[config.mk]
export PLATFORM = sky130hd
export DESIGN_NAME = t0mon_slot_calc
export DESIGN_NICKNAME = d
export VERILOG_FILES = /design/src/rtl/t0mon_pkg.sv /design/src/rtl/t0mon_frame_geom.sv /design/src/rtl/t0mon_sum_stage.sv /design/src/rtl/t0mon_slot_div.sv /design/src/rtl/t0mon_slot_calc.sv
export SDC_FILE = /design/constraint.sdc
export NUM_CORES = 1
export LEC_CHECK = 0
export ABC_AREA = 1
export BUFFER_PORTS_ARGS = -buffer_cell sky130_fd_sc_hd__buf_2
export CORE_MARGIN = 3
export CORE_UTILIZATION = 30
export DETAILED_ROUTE_END_ITERATION = 8
export GPL_TIMING_DRIVEN = 1
export PLACE_DENSITY_LB_ADDON = 0.2
export RECOVER_POWER = 100
export SLEW_MARGIN = 20
export SYNTH_ARGS = -nofsm -noshare
export SYNTH_HDL_FRONTEND = slang
export SYNTH_SLANG_ARGS = --single-unit
[constraint.sdc]
create_clock -name clk -period 5.5 [get_ports clk]
set_input_delay 0.55 -clock clk [delete_from_list [all_inputs] [get_ports clk]]
set_output_delay 0.55 -clock clk [all_outputs]
set_load 0.005 [all_outputs]
[src/rtl/t0mon_pkg.sv]
package t0mon_pkg;

    localparam int OFS_W     = 4;
    localparam int IDX_W     = 6;
    localparam int STEP_W    = 3;
    localparam int MU_W      = 3;
    localparam int MU_MAX    = 3;
    localparam int SUBFRAMES = 10;
    localparam int SYM_NCP   = 14;
    localparam int SYM_ECP   = 12;

    localparam int OFS_SPAN  = OFS_W + MU_MAX;
    localparam int FRAC_SPAN = IDX_W + STEP_W - 1;
    localparam int SUM_W     = ((OFS_SPAN > FRAC_SPAN) ? OFS_SPAN : FRAC_SPAN) + 1;
    localparam int SLOT_W    = $clog2(SUBFRAMES << MU_MAX);
    localparam int SYM_W     = $clog2(SYM_NCP + 1);

    typedef enum logic [1:0] {
        MUX_NONE = 2'd0,
        MUX_P1   = 2'd1,
        MUX_P2   = 2'd2,
        MUX_P3   = 2'd3
    } mux_e;

    typedef struct packed {
        logic             vld;
        logic             pair_win;
        logic             ecp;
        logic [MU_W-1:0]  mu;
        logic [SUM_W-1:0] sum;
    } stage1_t;

    typedef struct packed {
        logic              err;
        logic [1:0]        win;
        logic [SLOT_W-1:0] first;
        logic              parity;
        logic [SLOT_W-1:0] spf;
        logic [SYM_W-1:0]  sps;
    } result_t;

    // floor(index * M) with M given in halves
    function automatic logic [SUM_W-1:0] frac_step(
        input logic [IDX_W-1:0]  idx,
        input logic [STEP_W-1:0] step_half
    );
        logic [IDX_W+STEP_W-1:0] prod;
        prod = IDX_W'(idx) * STEP_W'(step_half);
        prod = {{(IDX_W+STEP_W){1'b0}}, idx} * {{(IDX_W){1'b0}}, step_half};
        return SUM_W'(prod >> 1);
    endfunction

endpackage

[src/rtl/t0mon_frame_geom.sv]
module t0mon_frame_geom
    import t0mon_pkg::*;
(
    input  logic [MU_W-1:0]   mu,
    input  logic              ecp,
    output logic              mu_ok,
    output logic [SLOT_W-1:0] spf,
    output logic [SYM_W-1:0]  sps
);

    always_comb begin
        mu_ok = (int'(mu) <= MU_MAX);
        spf   = '0;
        sps   = '0;
        if (mu_ok) begin
            spf = SLOT_W'(SUBFRAMES << mu);
            sps = ecp ? SYM_W'(SYM_ECP) : SYM_W'(SYM_NCP);
        end
    end

endmodule

[src/rtl/t0mon_sum_stage.sv]
module t0mon_sum_stage
    import t0mon_pkg::*;
(
    input  logic              clk,
    input  logic              rst,
    input  logic              start,
    input  logic [OFS_W-1:0]  offs,
    input  logic [STEP_W-1:0] step_half,
    input  logic [IDX_W-1:0]  idx,
    input  logic [MU_W-1:0]   mu,
    input  logic              ecp,
    input  logic [1:0]        mux,
    output stage1_t           s1
);

    logic [SUM_W-1:0] scaled_ofs;
    logic [SUM_W-1:0] abs_slot;

    always_comb begin
        scaled_ofs = SUM_W'({{(SUM_W-OFS_W){1'b0}}, offs} << mu);
        abs_slot   = scaled_ofs + frac_step(idx, step_half);
    end

    always_ff @(posedge clk) begin
        if (rst) begin
            s1 <= '0;
        end else begin
            s1.vld <= start;
            if (start) begin
                s1.pair_win <= (mux_e'(mux) == MUX_P1);
                s1.ecp      <= ecp;
                s1.mu       <= mu;
                s1.sum      <= abs_slot;
            end
        end
    end

endmodule

[src/rtl/t0mon_slot_div.sv]
module t0mon_slot_div
    import t0mon_pkg::*;
(
    input  logic [SUM_W-1:0]  sum,
    input  logic [MU_W-1:0]   mu,
    output logic [SLOT_W-1:0] first,
    output logic              parity
);

    logic [SUM_W-1:0] scaled;
    logic [SUM_W-1:0] quo;
    logic [SUM_W-1:0] flen;
    logic [SUM_W-1:0] rem;

    // floor(s / (10*2^mu)) == floor(floor(s / 2^mu) / 10)
    always_comb begin
        scaled = sum >> mu;
        quo    = scaled / SUM_W'(SUBFRAMES);
        flen   = SUM_W'(SUBFRAMES << mu);
        rem    = sum - SUM_W'(quo * flen);
        first  = rem[SLOT_W-1:0];
        parity = quo[0];
    end

endmodule

[src/rtl/t0mon_slot_calc.sv]
module t0mon_slot_calc
    import t0mon_pkg::*;
(
    input  logic              clk,
    input  logic              rst,
    input  logic              start,
    input  logic [OFS_W-1:0]  cfg_offset,
    input  logic [STEP_W-1:0] cfg_step_half,
    input  logic [IDX_W-1:0]  ssb_index,
    input  logic [MU_W-1:0]   num_mu,
    input  logic              ext_cp,
    input  logic [1:0]        mux_code,
    output logic              done,
    output logic              err,
    output logic [SLOT_W-1:0] first_slot,
    output logic              frame_parity,
    output logic [1:0]        win_slots,
    output logic [SLOT_W-1:0] slots_per_frame,
    output logic [SYM_W-1:0]  syms_per_slot
);

    stage1_t           s1;
    logic              mu_ok;
    logic [SLOT_W-1:0] geo_spf;
    logic [SYM_W-1:0]  geo_sps;
    logic [SLOT_W-1:0] div_first;
    logic              div_par;
    result_t           res;
    logic              done_q;

    t0mon_sum_stage u_sum (
        .clk       (clk),
        .rst       (rst),
        .start     (start),
        .offs      (cfg_offset),
        .step_half (cfg_step_half),
        .idx       (ssb_index),
        .mu        (num_mu),
        .ecp       (ext_cp),
        .mux       (mux_code),
        .s1        (s1)
    );

    t0mon_frame_geom u_geom (
        .mu    (s1.mu),
        .ecp   (s1.ecp),
        .mu_ok (mu_ok),
        .spf   (geo_spf),
        .sps   (geo_sps)
    );

    t0mon_slot_div u_div (
        .sum    (s1.sum),
        .mu     (s1.mu),
        .first  (div_first),
        .parity (div_par)
    );

    always_ff @(posedge clk) begin
        if (rst) begin
            res    <= '0;
            done_q <= 1'b0;
        end else begin
            done_q <= s1.vld;
            if (s1.vld) begin
                if (!mu_ok) begin
                    res     <= '0;
                    res.err <= 1'b1;
                end else begin
                    res.err    <= 1'b0;
                    res.win    <= s1.pair_win ? 2'd2 : 2'd1;
                    res.first  <= s1.pair_win ? div_first : '0;
                    res.parity <= s1.pair_win ? div_par : 1'b0;
                    res.spf    <= geo_spf;
                    res.sps    <= geo_sps;
                end
            end
        end
    end

    assign done            = done_q;
    assign err             = res.err;
    assign first_slot      = res.first;
    assign frame_parity    = res.parity;
    assign win_slots       = res.win;
    assign slots_per_frame = res.spf;
    assign syms_per_slot   = res.sps;

    assert_done_latency_R8: assert property (@(posedge clk) disable iff (rst)
        done |-> $past(start, 2));

    assert_slot_in_frame_R3: assert property (@(posedge clk) disable iff (rst)
        (done && !err && win_slots == 2'd2) |-> (first_slot < slots_per_frame));

    assert_single_win_zero_R2: assert property (@(posedge clk) disable iff (rst)
        (done && !err && win_slots == 2'd1) |-> (first_slot == '0 && !frame_parity));

    assert_err_clears_R7: assert property (@(posedge clk) disable iff (rst)
        (done && err) |-> (first_slot == '0 && !frame_parity && win_slots == 2'd0
                           && slots_per_frame == '0 && syms_per_slot == '0));

    assert_syms_legal_R6: assert property (@(posedge clk) disable iff (rst)
        (done && !err) |-> (syms_per_slot == SYM_W'(SYM_NCP) || syms_per_slot == SYM_W'(SYM_ECP)));

    assert_hold_between_R8: assert property (@(posedge clk) disable iff (rst)
        (!done && !$past(rst)) |-> ($stable(first_slot) && $stable(slots_per_frame) && $stable(err)));

endmodule

==> Word level (Yosys, flattened, before mapping) <==
Index checks and enable logic that the tools add are counted.
{ "word_totals": {"latch_bits": 0, "input_bits": 22, "reg_bits": 38, "ram_bits": 0, "romBits": 0, "word_cells": 27, "output_inout_bits": 23, "n_memories": 0} }
{ "op_classes": {"n_bitwise": 0, "n_div": 1, "add_sub_neg": 2, "shifts": 3, "reduce_logical": 0, "muxes": 5, "order_cmp": 1, "multipliers": 2, "eq_ne": 1} }
{ "op_table": {"columns": ["op", "n"], "rows": [
  ["22-bit two-way mux", 1],
  ["9-bit by 8-bit adder with 9-bit output", 1],
  ["9-bit by 4-bit divider with 9-bit output (second input constant)", 1],
  ["6-bit by 3-bit multiplier with 9-bit output", 1],
  ["9-bit by 9-bit multiplier with 7-bit output", 1],
  ["4-bit by 3-bit left shift with 9-bit output", 1],
  ["4-bit by 3-bit left shift with 9-bit output (first input constant)", 1],
  ["9-bit by 3-bit >> shifter with 9-bit output", 1],
  ["7-bit two-way mux", 1],
  ["7-bit subtractor", 1],
  ["2-bit two-way mux", 2],
  ["3-bit by 2-bit less-or-equal comparator with 1-bit output (second input constant)", 1],
  ["2-bit by 1-bit == test with 1-bit output (second input constant)", 1],
  ["1-bit two-way mux", 1]
]} }

==> Logic depth before layout (Yosys ltp) <==
Gate-level depths: netlist of run 1.
{ "logic_depth": {"word_depth": 6, "ltp_mapped": 49, "mapped_depth_nobuf": 49} }

==> By module <==
A second synthesis of run 1 with hierarchy kept.
{ "unflattened": {"hier_cells": 636, "hier_area_um2": 4227.8} }
{ "modules_own_cells": {"columns": ["mod", "cells_each", "area_per_inst_um2", "seq_area_each_um2", "instances"], "rows": [
  ["t0mon_slot_div", 286, 1666.6, 0.0, 1],
  ["t0mon_sum_stage", 233, 1478.9, 300.3, 1],
  ["t0mon_slot_calc", 100, 998.5, 460.4, 1],
  ["t0mon_frame_geom", 17, 83.8, 0.0, 1]
]} }

==> Worst setup path before layout of run 1 <==
Ideal clock, no wire load.
{ "synth_timing": {"path_type": "register to register", "start": "register u_sum.s1[11] (netlist name)", "end": "register res (netlist bit first_slot[6])", "path_buffers": 1, "setup_time_ps": 67, "stages_incl_launch_ff": 45, "slack_ps": -301, "required_time_ps": 5433, "arrival_ps": 5734, "cell_sequence": "dfxtp_1 > buf_6 > inv_2 > nand3_2 > nor2_8 > nand2_2 > nand3_2 > nand2_2 > nand2_4 > nand2_4 > nand2_1 > nand2_1 > nand2_1 > nand2_1 > nand2_2 > clkinv_2 > o21ai_1 > nand2_2 > [9 not listed] > ha_1 > ha_1 > fa_1 > fa_1 > inv_1 > ha_1 > a21oi_1 > xor2_1 > inv_1 > nand2_1 > nand2_1 > nand2_1 > nand2_1 > nand2_1 > nand2_1 > nand3_1 > nand3_2 > a21oi_2"} }
{ "synth_between": {"elab_chain_cells": 6, "word_cells_on_any_way": 8, "cone_classes": "1 x add/sub; 1 x mul; 1 x div; 1 x order compare; 2 x shift; 2 x mux"} }
{ "synth_rtl": {"columns": ["element", "line", "source"], "rows": [
  ["9-bit by 3-bit >> shifter with 9-bit output", "t0mon_slot_div.sv:17", "scaled = sum >> mu;"],
  ["9-bit by 4-bit divider with 9-bit output", "t0mon_slot_div.sv:18", "quo = scaled / SUM_W'(SUBFRAMES);"],
  ["9-bit by 9-bit multiplier with 7-bit output", "t0mon_slot_div.sv:20", "rem = sum - SUM_W'(quo * flen);"],
  ["7-bit subtractor", "t0mon_slot_div.sv:20", null],
  ["7-bit two-way mux", "t0mon_slot_calc.sv:72", "res.first <= s1.pair_win ? div_first : '0;"],
  ["22-bit two-way mux (*)", "t0mon_slot_calc.sv:66", "if (!mu_ok) begin"],
  ["end, declared", "t0mon_slot_calc.sv:28", "result_t res;"]
]} }
Mark *: on every way between the ends. The rest lies on a longest branch, timed or not.
A chain may end at the register's enable or synchronous reset.

==> Final worst setup path of run 1 <==
{ "layout_timing": {"start": "register u_sum.s1[9] (netlist name)", "end": "register res (netlist bit first_slot[6])"} }
{ "layout_between": {"elab_chain_cells": 6, "word_cells_on_any_way": 8, "cone_classes": "1 x add/sub; 1 x mul; 1 x div; 1 x order compare; 2 x shift; 2 x mux"} }
{ "layout_rtl": {"columns": ["element", "line"], "rows": [
  ["9-bit by 3-bit >> shifter with 9-bit output", "t0mon_slot_div.sv:17"],
  ["9-bit by 4-bit divider with 9-bit output", "t0mon_slot_div.sv:18"],
  ["9-bit by 9-bit multiplier with 7-bit output", "t0mon_slot_div.sv:20"],
  ["7-bit subtractor", "t0mon_slot_div.sv:20"],
  ["7-bit two-way mux", "t0mon_slot_calc.sv:72"],
  ["22-bit two-way mux (*)", "t0mon_slot_calc.sv:66"]
]} }
Marked as above.

==> results of run 1 <==
worst max-delay path, delay by kind of cell (launching register included):
kind,cells,cell delay (ns)
compound gates,3,0.41
xor+xnor,1,0.18
fa+ha+maj,6,1.89
buf+inv,6,0.36
flops,1,0.44
simple gates,28,2.20
through the flow:
stage          cell area [um^2]  hold slack [ns]
2_1_floorplan              3890            0.450
3_3_place_gp               4550            0.453
3_5_place_dp               4550            0.457
4_1_cts                    4910            0.465
5_1_grt                    5030            0.485
6_report                   5030            0.464
synthesized netlist by cell type, types with 2 or more instances:
master	number	share of area, %
nor2_8	2	1.0
a21oi_1	43	5.6
or2_2	3	0.49
nand3_4	2	0.92
nand2_2	14	2.3
a31oi_1	2	0.33
nor2_2	3	0.49
inv_1	91	8.9
nor2_4	4	1.2
nand3_2	8	2.1
nor3_1	2	0.26
ha_1	35	11
nand3_1	28	3.7
clkbuf_1	9	0.88
nor2_1	48	4.7
o21ai_0	28	3.7
nand2_4	8	2.4
nand4_2	2	0.65
nand4_1	3	0.49
clkinv_1	2	0.20
inv_2	8	0.79
and2_1	3	0.49
dfxtp_1	35	18
nand2_1	104	10
a2bb2oi_1	2	0.46
o2111ai_1	3	0.69
o21ai_1	4	0.52
buf_4	3	0.59
xnor2_1	4	0.92
xor2_1	14	3.2
fa_1	13	6.8
o22ai_1	2	0.33
nand3b_1	2	0.39
buf_6	4	1.2
power groups by stage:
stage	clock network, mW	registers [mW]	logic [mW]
floorplan	0	0.295	1.27
global placement	0	0.297	1.72
detailed placement	0	0.297	1.73
CTS	0.297	0.293	1.87
global route	0.312	0.297	2.27
finish	0.289	0.294	1.99
cell families after synthesis:
family,count (synthesis),synth area share (%)
buffers and inverters,118,12.7
XOR/XNOR,19,4.71
AO/OA/AOI/OAI,91,13.6
multiplexers,2,0.556
other,1,0.0980
AND/OR/NAND/NOR,236,31.7
adder cells (fa/ha/maj),48,18.3
flip-flops,35,18.3
state kept, by name, summed over array words and instances (netlist names):
| name | count |
|---|---|
| err | 1 |
| frame_parity | 1 |
| slots_per_frame | 6 |
| first_slot | 7 |
| u_sum.s1 | 15 |
| done | 1 |
| win_slots | 2 |
| syms_per_slot | 2 |
timing repair:
action / CTS / global route
setup endpoints to repair: 1 / 1
gates cloned: 0 / 1
gates resized for setup: 26 / 13
buffers inserted: 12 / 11
pin swaps: 43 / 32
area by class of cell:
cell class	instances	area [um^2]
sequential	35	711
multi-input combinational	398	2830
tap	168	210
clock buffer	8	156
inverter	102	400
timing repair buffer	110	712
timing repair inverter	1	6.26
fill	1293	7180
metal layers:
layer	track usage (%)	vias to the layer above
li1	-	1949
met1	17.6	1718
met2	24.3	47
met3	1.38	8
met4	3.19	0
met5	0	-
worst paths after layout:
| check | to |
|---|---|
| worst max-delay path | first_slot[6]$_SDFFE_PP0P_ |
| worst min-delay path | slots_per_frame[6]$_SDFFE_PP0P_ |
| worst max register to register | first_slot[6]$_SDFFE_PP0P_ |
| worst min register to register | slots_per_frame[6]$_SDFFE_PP0P_ |
==> run_results.csv, run 1 <==
group,metric,value,unit
outcome,status,"complete, but fails checks",
outcome,violations,"setup timing",
critical_path,r2r-start,"u_sum.s1[9]$_SDFFE_PP0P_",
logic_synthesis,yosys_warnings,0,
logic_synthesis,synth_ff_type,"dfxtp_1",
die,fp.dieW,119,um
sta,rsz0062_at_grt,"true",
critical_path,r2r_setup_slack,-0.07,ns
critical_path,cp_common_cell,"nand2_4",
power_and_ir_drop,seqPwrFrac,11.4,%
logic_synthesis,syn_area,3820,um^2
critical_path,required,5.71,ns
routing,met1_length,4470,um
hold_path,hold_path_startpoint,"slots_per_frame[6]$_SDFFE_PP0P_",
routing,ant_nets,0,
hold_path,hold_class,"reg2reg",
critical_path,cp-start-kind,"flop",
critical_path,crit_start,"u_sum.s1[9]$_SDFFE_PP0P_",
clock_tree,ctsHoldBuffers,0,
clock_tree,clkTransAtPathRegs,0.05,ns
critical_path,crit_slowest_cell,"fa_1",
place,place_ws,-0.337,ns
routing,wl_met2,4590,um
finish,area_growth,31.5,%
logic_synthesis,syn_area_per_cell,6.95,um^2
power_and_ir_drop,peakVddDrop,0.000359,V
global_routing,grt_overflow,0,
clock_tree,clockRootBuffer,"clkbuf_16",
critical_path,critPathKind,"reg2reg",
power_and_ir_drop,p_sw_share,45.3,%
power_and_ir_drop,p_leak,2.61,nW
routing,highest_layer,"met4",
job,maxCapViolations,0,
critical_path,crit_arrival,5.78,ns
finish,fin_nets,723,
routing,drt-total-wl,9350,um
global_routing,grt_pass1_wl,16400,um
finish,final_cell_mix,"nand2_1 (95), inv_1 (88), buf_4 (67)",
critical_path,cpPeakStageDelay,0.51,ns
clock_tree,cts_buffer_depth,2,
place,finalWeightedCongestion,0.799,
logic_synthesis,ys_types,46,
logic_synthesis,synth_edf_count,0,
routing,first_iter_violations,116,
power_and_ir_drop,p_clk_share,11.2,%
finish,drive_gt1_share,30.0,%
routing,drt_first_pass_iters,4,
place,placed_cells,790,
global_routing,antenna_found_initial,0,
routing,drc,0,
die,die_y,119,um
power_and_ir_drop,p_int,1.41,mW
die,start_util,31.3,%
die,rows,40,
sta,clock_skew,0.00229,ns
clock_tree,cts_tree,"yes",
die,core-area,12200,um^2
sta,maxSlewViolCount,0,
critical_path,rr_worst_depth,44,
place,post-dp-hpwl,7580,um
routing,met3WireLength,186,um
sta,finalWorstSetupSlack,-0.0677,ns
sta,relSlewSlack,63.6,%
logic_synthesis,synth.ff_latch_count,35,
sta,fmax,180,MHz
die,dieArea,14100,um^2
logic_synthesis,yosysSeqAreaShare,18.3,%
global_routing,grt_usage,13.6,%
critical_path,path_max_fanout,7,
sta,fin_crit_sh,101,%
routing,via_per_inst,4.53,
logic_synthesis,synth_cells,550,
sta,period_needed,5.57,ns
routing,routedWlPerCell,11.4,um
clock_tree,numClockSinks,35,
routing,dr_total_vias,3722,
sta,worstMarginPinSlew,0.543,ns
finish,final_util,41.2,%
power_and_ir_drop,comb_power_share,77.4,%
sta,hold_viol,0,
critical_path,cp-end-kind,"flop",
global_routing,grt_pass1_vias,3667,
clock_tree,cts_max_level,2,
sta,setup_tns,-0.0677,ns
place,io_buffer_count,42,
sta,finalSetupViolCount,1,
clock_tree,clk_latency,0.27,ns
global_routing,grt_max_degree,26,
power_and_ir_drop,power.total,2.57,mW
logic_synthesis,synthArstFlopShare,0,%
power_and_ir_drop,pwr_density_cell,511,nW/um^2
die,boundaryPins,45,
hold_path,hold_path_depth,2,
power_and_ir_drop,p_switching,1.16,mW
finish,antenna_cells,0,
finish,layout.cells.non_filler,822,
finish,layout_commonest_cell,"nand2_1",
clock_tree,cts_buffers,5,
Note: power is estimated with default switching activity, not from simulation.
==> run 2: changes to the inputs <==
--- a/config.mk
+++ b/config.mk
@@ -5,7 +5,7 @@
 export SDC_FILE = /design/constraint.sdc
 export NUM_CORES = 1
 export LEC_CHECK = 0
-export ABC_AREA = 1
+export ABC_AREA = 0
 export BUFFER_PORTS_ARGS = -buffer_cell sky130_fd_sc_hd__buf_2
 export CORE_MARGIN = 3
 export CORE_UTILIZATION = 30
@@ -13,6 +13,7 @@
 export GPL_TIMING_DRIVEN = 1
 export PLACE_DENSITY_LB_ADDON = 0.2
 export RECOVER_POWER = 100
+export REMOVE_ABC_BUFFERS = 1
 export SLEW_MARGIN = 20
 export SYNTH_ARGS = -nofsm -noshare
 export SYNTH_HDL_FRONTEND = slang
==> run 2 against run 1 <==
  * The run still ends with setup timing left
  * Area after synthesis is 2.4% higher
  * Clock skew grew 0.0043 ns
  * Flip-flop and latch count stayed put
  * Total power decreased by 14%
  * Non-clock buffer count increased by 27
  * Final area rose by 6.1%
  * Register-to-register slack worse by 0.19 ns
  * Utilization is 0.93 points higher
  * First-iteration DRC count grew 53%
  * Critical endpoint unchanged
  * Largest cell class unchanged
==> run_results.csv, run 2 <==
group,metric,value,unit
logic_synthesis,syn_area,3920,um^2
sta,hold_viol,0,
sta,finalSetupViolCount,1,
power_and_ir_drop,peakVddDrop,0.000336,V
hold_path,hold_class,"reg2reg",
power_and_ir_drop,p_switching,868,uW
place,placed_cell_area,4800,um^2
global_routing,antenna_found_initial,0,
logic_synthesis,yosysSeqAreaShare,17.9,%
finish,layout_commonest_cell,"buf_4",
global_routing,grt_overflow,0,
critical_path,cp-end-kind,"flop",
power_and_ir_drop,p_int,1.34,mW
finish,antenna_cells,0,
hold_path,hold_path_startpoint,"first_slot[0]$_SDFFE_PP0P_",
logic_synthesis,yosys_warnings,0,
hold_path,hold_path_depth,2,
die,dieArea,14500,um^2
finish,regMostFlops,"u_sum.s1",
logic_synthesis,synth_ff_type,"dfxtp_1",
logic_synthesis,synth_cells,485,
die,start_util,30.9,%
routing,via_per_inst,4.91,
logic_synthesis,synth.ff_latch_count,35,
die,core-area,12700,um^2
place,post-dp-hpwl,8480,um
outcome,status,"complete, but fails checks",
sta,rsz0062_at_grt,"true",
finish,drive_gt1_share,32.3,%
sta,fmax,174,MHz
global_routing,grt_max_degree,37,
logic_synthesis,ys_types,75,
logic_synthesis,yosys.area.top_type,"dfxtp_1",
clock_tree,numClockSinks,35,
sta,relSlewSlack,54.9,%
logic_synthesis,synth_top_cell_area_share,17.9,%
logic_synthesis,synth.most_common_cell,"nor2_1",
critical_path,required,5.69,ns
sta,clock_skew,0.00660,ns
critical_path,rr_worst_depth,26,
routing,first_iter_violations,177,
place,finalWeightedCongestion,0.873,
clock_tree,clockRootBuffer,"clkbuf_16",
sta,setup_tns,-0.253,ns
routing,routedWlPerCell,14.3,um
place,io_buffer_count,42,
finish,final_cell_mix,"buf_4 (90), nor2_1 (57), nand2_1 (37)",
routing,drt-total-wl,11000,um
critical_path,critPathKind,"reg2reg",
finish,fin_nets,669,
finish,design_area,5340,um^2
sta,worstMarginPinSlew,0.677,ns
global_routing,grt_pass1_wl,18300,um
die,fp.dieW,120,um
power_and_ir_drop,seqPwrFrac,13.3,%
sta,maxSlewViolCount,0,
finish,area_growth,36.3,%
power_and_ir_drop,p_leak,2.45,nW
critical_path,cp-start-kind,"flop",
routing,dr_total_vias,3788,
logic_synthesis,synthArstFlopShare,0,%
global_routing,grt_pass1_vias,3849,
clock_tree,cts_max_level,2,
clock_tree,clk_latency,0.28,ns
sta,finalWorstSetupSlack,-0.253,ns
routing,ant_nets,0,
logic_synthesis,synth_edf_count,0,
clock_tree,ctsHoldBuffers,0,
die,rows,41,
logic_synthesis,netlist_top_cells_count,"nor2_1 (58), nand2_1 (39), dfxtp_1 (35), ha_1 (35), inv_1 (32)",
critical_path,r2r-start,"u_sum.s1[9]$_SDFFE_PP0P_",
routing,drt_first_pass_iters,5,
die,die_y,120,um
critical_path,path_max_fanout,5,
clock_tree,clkTransAtPathRegs,0.06,ns
clock_tree,cts_buffer_depth,2,
power_and_ir_drop,p_sw_share,39.4,%
outcome,violations,"setup timing",
logic_synthesis,synth.area.top_cells,"dfxtp_1 (18%), ha_1 (11%), fa_1 (6.6%), mux2i_1 (6.6%), nor2_1 (5.6%)",
critical_path,crit_arrival,5.94,ns
finish,fillerInstances,1307,
job,maxCapViolations,0,
sta,fin_crit_sh,105,%
clock_tree,cts_tree,"yes",
logic_synthesis,syn_area_per_cell,8.07,um^2
power_and_ir_drop,comb_power_share,71.2,%
die,boundaryPins,45,
routing,drc,0,
power_and_ir_drop,p_clk_share,15.5,%
hold_path,worstHoldEndpoint,"first_slot[0]$_SDFFE_PP0P_",
sta,whs,0.466,ns
power_and_ir_drop,pwr_density_cell,413,nW/um^2
global_routing,grt_usage,15.4,%
finish,largest_reg_flops,15,
clock_tree,cts_buffers,5,
sta,period_needed,5.75,ns
critical_path,r2r_setup_slack,-0.25,ns
critical_path,r2r-end,"first_slot[6]$_SDFFE_PP0P_",
-- run 2: timing repair --
item	in CTS	in global routing
resized for setup	39	19
pin swaps	29	15
buffers inserted	11	2
endpoints found under the setup margin	2	3
-- run 2: routing by layer --
metal | track usage (%) | up-vias | part of all wire (%)
li1 | - | 1915 | -
met1 | 19.6 | 1795 | 45
met2 | 27.1 | 63 | 50
met3 | 2.01 | 15 | 2.7
met4 | 5.03 | 0 | 2.1
met5 | 0 | - | 0
-- run 2: through the flow --
stage | instances | worst slack (ns) | util (%) | power, mW
floorplan | 455 | -1.09 | - | 1.21
global placement | 751 | -0.455 | 37.9 | 1.64
detailed placement | 751 | -0.606 | 37.9 | 1.66
CTS | 770 | -0.212 | 41.2 | 2.14
global route | 772 | -0.519 | 42.1 | 2.41
finish | 772 | -0.253 | 42.1 | 2.20
-- run 2: cell families (layout without fill, tap and decap cells) --
family | count (synthesis) | in the layout | synth area share [%]
xor gates and xnor gates | 26 | 26 | 5.82
and+or+nand+nor | 166 | 166 | 20.7
DFF | 35 | 35 | 17.9
adders and majority gates | 49 | 49 | 18.1
buffers and inverters | 65 | 179 | 7.22
AOI/OAI and AO/OA | 108 | 108 | 19.9
muxes | 35 | 35 | 10.3
other | 1 | 2 | 0.0958
-- run 2: power groups by stage --
stage	Sequential (mW)	Clock [mW]	Combinational, mW
finish	0.293	0.342	1.57
global route	0.297	0.364	1.75
CTS	0.294	0.351	1.50
detailed placement	0.298	0	1.36
global placement	0.298	0	1.34
floorplan	0.304	0	0.908
-- run 2: area by class of cell --
class | count | area, um^2 | area share (%)
timing repair buffer | 137 | 942 | 17.7
tap | 172 | 215 | 4.03
inverter | 34 | 128 | 2.39
sequential | 35 | 712 | 13.3
clock inverter | 2 | 38.8 | 0.727
multi-input combinational | 386 | 3160 | 59.2
clock buffer | 6 | 139 | 2.60
-- run 2: how the worst max path moves through the flow --
stage	from	endpoint	slack, ns	depth (start not counted)
global route	u_sum.s1[9]$_SDFFE_PP0P_	first_slot[6]$_SDFFE_PP0P_	-0.52	26
finish	u_sum.s1[9]$_SDFFE_PP0P_	first_slot[6]$_SDFFE_PP0P_	-0.25	26
global placement	u_sum.s1[9]$_SDFFE_PP0P_	first_slot[6]$_SDFFE_PP0P_	-0.46	27
floorplan	u_sum.s1[9]$_SDFFE_PP0P_	first_slot[6]$_SDFFE_PP0P_	-1.09	25
CTS	u_sum.s1[9]$_SDFFE_PP0P_	first_slot[6]$_SDFFE_PP0P_	-0.21	26
detailed placement	u_sum.s1[9]$_SDFFE_PP0P_	first_slot[6]$_SDFFE_PP0P_	-0.61	27
-- run 2: worst max-delay path, cell delays in order (launching register included) --
cell and delay [ns]:
dfxtp_4 0.38, mux4_2 0.55, buf_4 0.18, a211oi_2 0.22, a311oi_2 0.09, a32oi_2 0.22, nor2_2 0.09, ha_4 0.28
inv_2 0.04, a211o_1 0.31, nor3_2 0.17, o31a_1 0.17, and2_4 0.16, nor3_2 0.04, ha_1 0.28, ha_1 0.29
fa_1 0.45, fa_2 0.37, xnor2_2 0.15, xnor2_1 0.17, xnor2_1 0.15, xnor2_1 0.15, xnor2_1 0.15, xnor2_1 0.15
xnor2_1 0.15, xnor2_1 0.10, o41ai_2 0.18
==> run 3: changes to the inputs <==
--- a/config.mk
+++ b/config.mk
@@ -17,4 +17,5 @@
 export SLEW_MARGIN = 20
 export SYNTH_ARGS = -nofsm -noshare
 export SYNTH_HDL_FRONTEND = slang
+export SYNTH_HIERARCHICAL = 1
 export SYNTH_SLANG_ARGS = --single-unit
==> run 3 against run 2 <==
  * The run still ends with setup timing left
  * Worst hold slack gained 0.0011 ns
  * Final area shrank 0.23%
  * Total power shrank 1.9%
  * Clock skew grew 0.00051 ns
  * Count of clock-buffer cells in the layout shrank 1
  * Synthesized cell count grew 7.4%
  * Non-clock buffer count shrank 6
  * Via count grew 4.5%
  * Critical path depth grew 4
  * Sequential share of layout area grew 1.2 points
  * Setup slack lost 0.11 ns
  * Critical endpoint unchanged
==> run_results.csv, run 3 <==
group,metric,value,unit
place,post-dp-hpwl,7940,um
logic_synthesis,yosys.area.top_type,"dfxtp_1",
routing,drc,0,
routing,drt-total-wl,10400,um
critical_path,cp_common_cell,"xnor2_1",
routing,dr_total_vias,3960,
logic_synthesis,yosys_warnings,6,
logic_synthesis,synth_ff_type,"dfxtp_1",
sta,relSlewSlack,43.6,%
clock_tree,numClockSinks,38,
place,finalWeightedCongestion,0.870,
die,boundaryPins,45,
routing,first_iter_violations,158,
critical_path,required,5.70,ns
finish,fin_nets,694,
clock_tree,cts_buffers,5,
critical_path,cpPeakStageDelay,0.55,ns
global_routing,grt_pass1_wl,17300,um
routing,ant_nets,0,
die,die_y,124,um
hold_path,hold_class,"reg2reg",
finish,largest_reg_flops,15,
sta,rsz0062_at_grt,"true",
global_routing,antenna_found_initial,0,
outcome,violations,"setup timing",
sta,clock_skew,0.00712,ns
routing,routedWlPerCell,13.0,um
sta,finalWorstSetupSlack,-0.366,ns
clock_tree,clkTransAtPathRegs,0.06,ns
critical_path,critPathKind,"reg2reg",
logic_synthesis,yosysSeqAreaShare,18.3,%
clock_tree,cts_buffer_depth,2,
clock_tree,ctsHoldBuffers,0,
routing,drt_first_pass_iters,4,
place,io_buffer_count,44,
logic_synthesis,ys_types,75,
critical_path,path_max_fanout,7,
logic_synthesis,synth_cells,521,
die,rows,42,
logic_synthesis,netlist_top_cells_count,"a21oi_1 (42), nand2_1 (39), dfxtp_1 (38), nor2_1 (38), ha_1 (35)",
logic_synthesis,synth.area.top_cells,"dfxtp_1 (18%), ha_1 (11%), fa_1 (6.3%), a21oi_1 (5.1%), nand2b_1 (4.5%)",
sta,hold_viol,0,
finish,antenna_cells,0,
finish,drive_gt1_share,26.7,%
logic_synthesis,synth.most_common_cell,"a21oi_1",
finish,fillerInstances,1406,
clock_tree,clk_latency,0.28,ns
sta,period_needed,5.87,ns
global_routing,grt_usage,13.6,%
clock_tree,clockRootBuffer,"clkbuf_16",
critical_path,crit_arrival,6.07,ns
logic_synthesis,syn_area,4160,um^2
clock_tree,cts_tree,"yes",
critical_path,cp-end-kind,"flop",
logic_synthesis,syn_area_per_cell,7.98,um^2
sta,fmax,170,MHz
finish,area_growth,28.0,%
sta,fin_crit_sh,107,%
power_and_ir_drop,p_leak,2.28,nW
routing,via_per_inst,4.94,
sta,maxSlewViolCount,0,
global_routing,grt_max_degree,47,
logic_synthesis,synth_edf_count,0,
logic_synthesis,synth.ff_latch_count,38,
finish,final_util,39.7,%
critical_path,cp-start-kind,"flop",
finish,design_area,5320,um^2
place,placed_cell_area,4930,um^2
die,core-area,13400,um^2
clock_tree,cts_max_level,2,
job,maxCapViolations,0,
logic_synthesis,synthArstFlopShare,0,%
sta,worstMarginPinSlew,0.845,ns
die,start_util,31.0,%
outcome,status,"complete, but fails checks",
critical_path,crit_slowest_cell,"or4_4",
finish,layout_commonest_cell,"buf_4",
global_routing,grt_pass1_vias,3663,
logic_synthesis,synth_top_cell_area_share,18.3,%
finish,regMostFlops,"u_sum/s1",
die,fp.dieW,124,um
power_and_ir_drop,peakVddDrop,0.000248,V
sta,whs,0.467,ns
sta,finalSetupViolCount,1,
die,dieArea,15300,um^2
power_and_ir_drop,pwr_density_cell,406,nW/um^2
global_routing,grt_overflow,0,
finish,final_cell_mix,"buf_4 (84), a21oi_1 (40), nand2_1 (39)",
run 3: cell types whose count changed after synthesis, sizes merged, moves of 8 or more:
cell / before / now
mux2i: 27 / 19
nor2: 59 / 40
nand3: 6 / 19
nand2b: 10 / 31
nand4: 1 / 10
a21oi: 24 / 43
run 3: critical path, delay by kind of cell (launching register included):
family                     cells  cell delay [ns]
AOI/OAI and AO/OA             10             1.44
xor gates and xnor gates       7             1.04
adders and majority gates      5             1.56
buffers and inverters          3             0.36
DFF                            1             0.37
and+or+nand+nor                5             1.00
run 3: power by group:
part	internal (mW)	switching (mW)	leakage (nW)	total, mW
Combinational	0.799	0.675	1.87	1.47
Clock	0.260	0.114	0.0940	0.375
Sequential	0.296	0.0188	0.313	0.314
Total	1.36	0.807	2.28	2.16
run 3: layout make-up:
type | count | area [um^2] | share of cell area [%]
well taps | 176 | 220 | 4.14
clock buffers | 5 | 125 | 2.35
clock inverters | 3 | 68.8 | 1.29
flip-flops and latches | 38 | 773 | 14.5
inverters | 35 | 131 | 2.47
repair buffers | 131 | 853 | 16.0
multi-input cells | 413 | 3150 | 59.2
run 3: cell families after synthesis:
family	count (synthesis)	synth area share, %
simple gates	193	24.6
flops	38	18.3
buf+inv	71	8.45
compound gates	123	20.7
other cells	1	0.0902
fa+ha+maj	48	16.8
xor+xnor	23	4.84
mux	24	6.20
run 3: repair_timing:
item                       4_1_cts  5_1_grt
setup endpoints to repair        3        3
gates resized for setup         21       14
buffers inserted                10        4
pin swaps                       25        7
hold endpoints to repair         0        0
run 3: final timing paths:
path	startpoint	end	slack, ns	cells past startpoint
hold reg to reg	frame_parity$_SDFFE_PP0P_	frame_parity$_SDFFE_PP0P_	0.47	2
hold / removal	frame_parity$_SDFFE_PP0P_	frame_parity$_SDFFE_PP0P_	0.47	2
setup reg to reg	u_sum/s1[9]$_SDFFE_PP0P_	first_slot[6]$_SDFFE_PP0P_	-0.37	30
setup / recovery	u_sum/s1[9]$_SDFFE_PP0P_	first_slot[6]$_SDFFE_PP0P_	-0.37	30
run 3: through the flow:
| step | total power [mW] | cells | setup slack (ns) | setup TNS [ns] |
|---|---|---|---|---|
| after floorplan | 1.17 | 486 | -1.72 | -4.21 |
| final | 2.16 | 801 | -0.366 | -0.366 |
| after detailed placement | 1.57 | 779 | -0.858 | -1.39 |
| after global placement | 1.56 | 779 | -0.746 | -1.13 |
| after CTS | 2.03 | 797 | -0.411 | -0.456 |
| after global routing | 2.34 | 801 | -0.686 | -1.16 |
run 3: per-layer routing:
| layer | track usage, % | wire, um | up-vias | share of wire [%] |
|---|---|---|---|---|
| li1 | - | - | 2036 | - |
| met1 | 18.8 | 5100 | 1860 | 49 |
| met2 | 23.1 | 4990 | 62 | 48 |
| met3 | 2.32 | 347 | 2 | 3.3 |
| met4 | 0.969 | 11 | 0 | 0.11 |
| met5 | 0 | 0 | - | 0 |
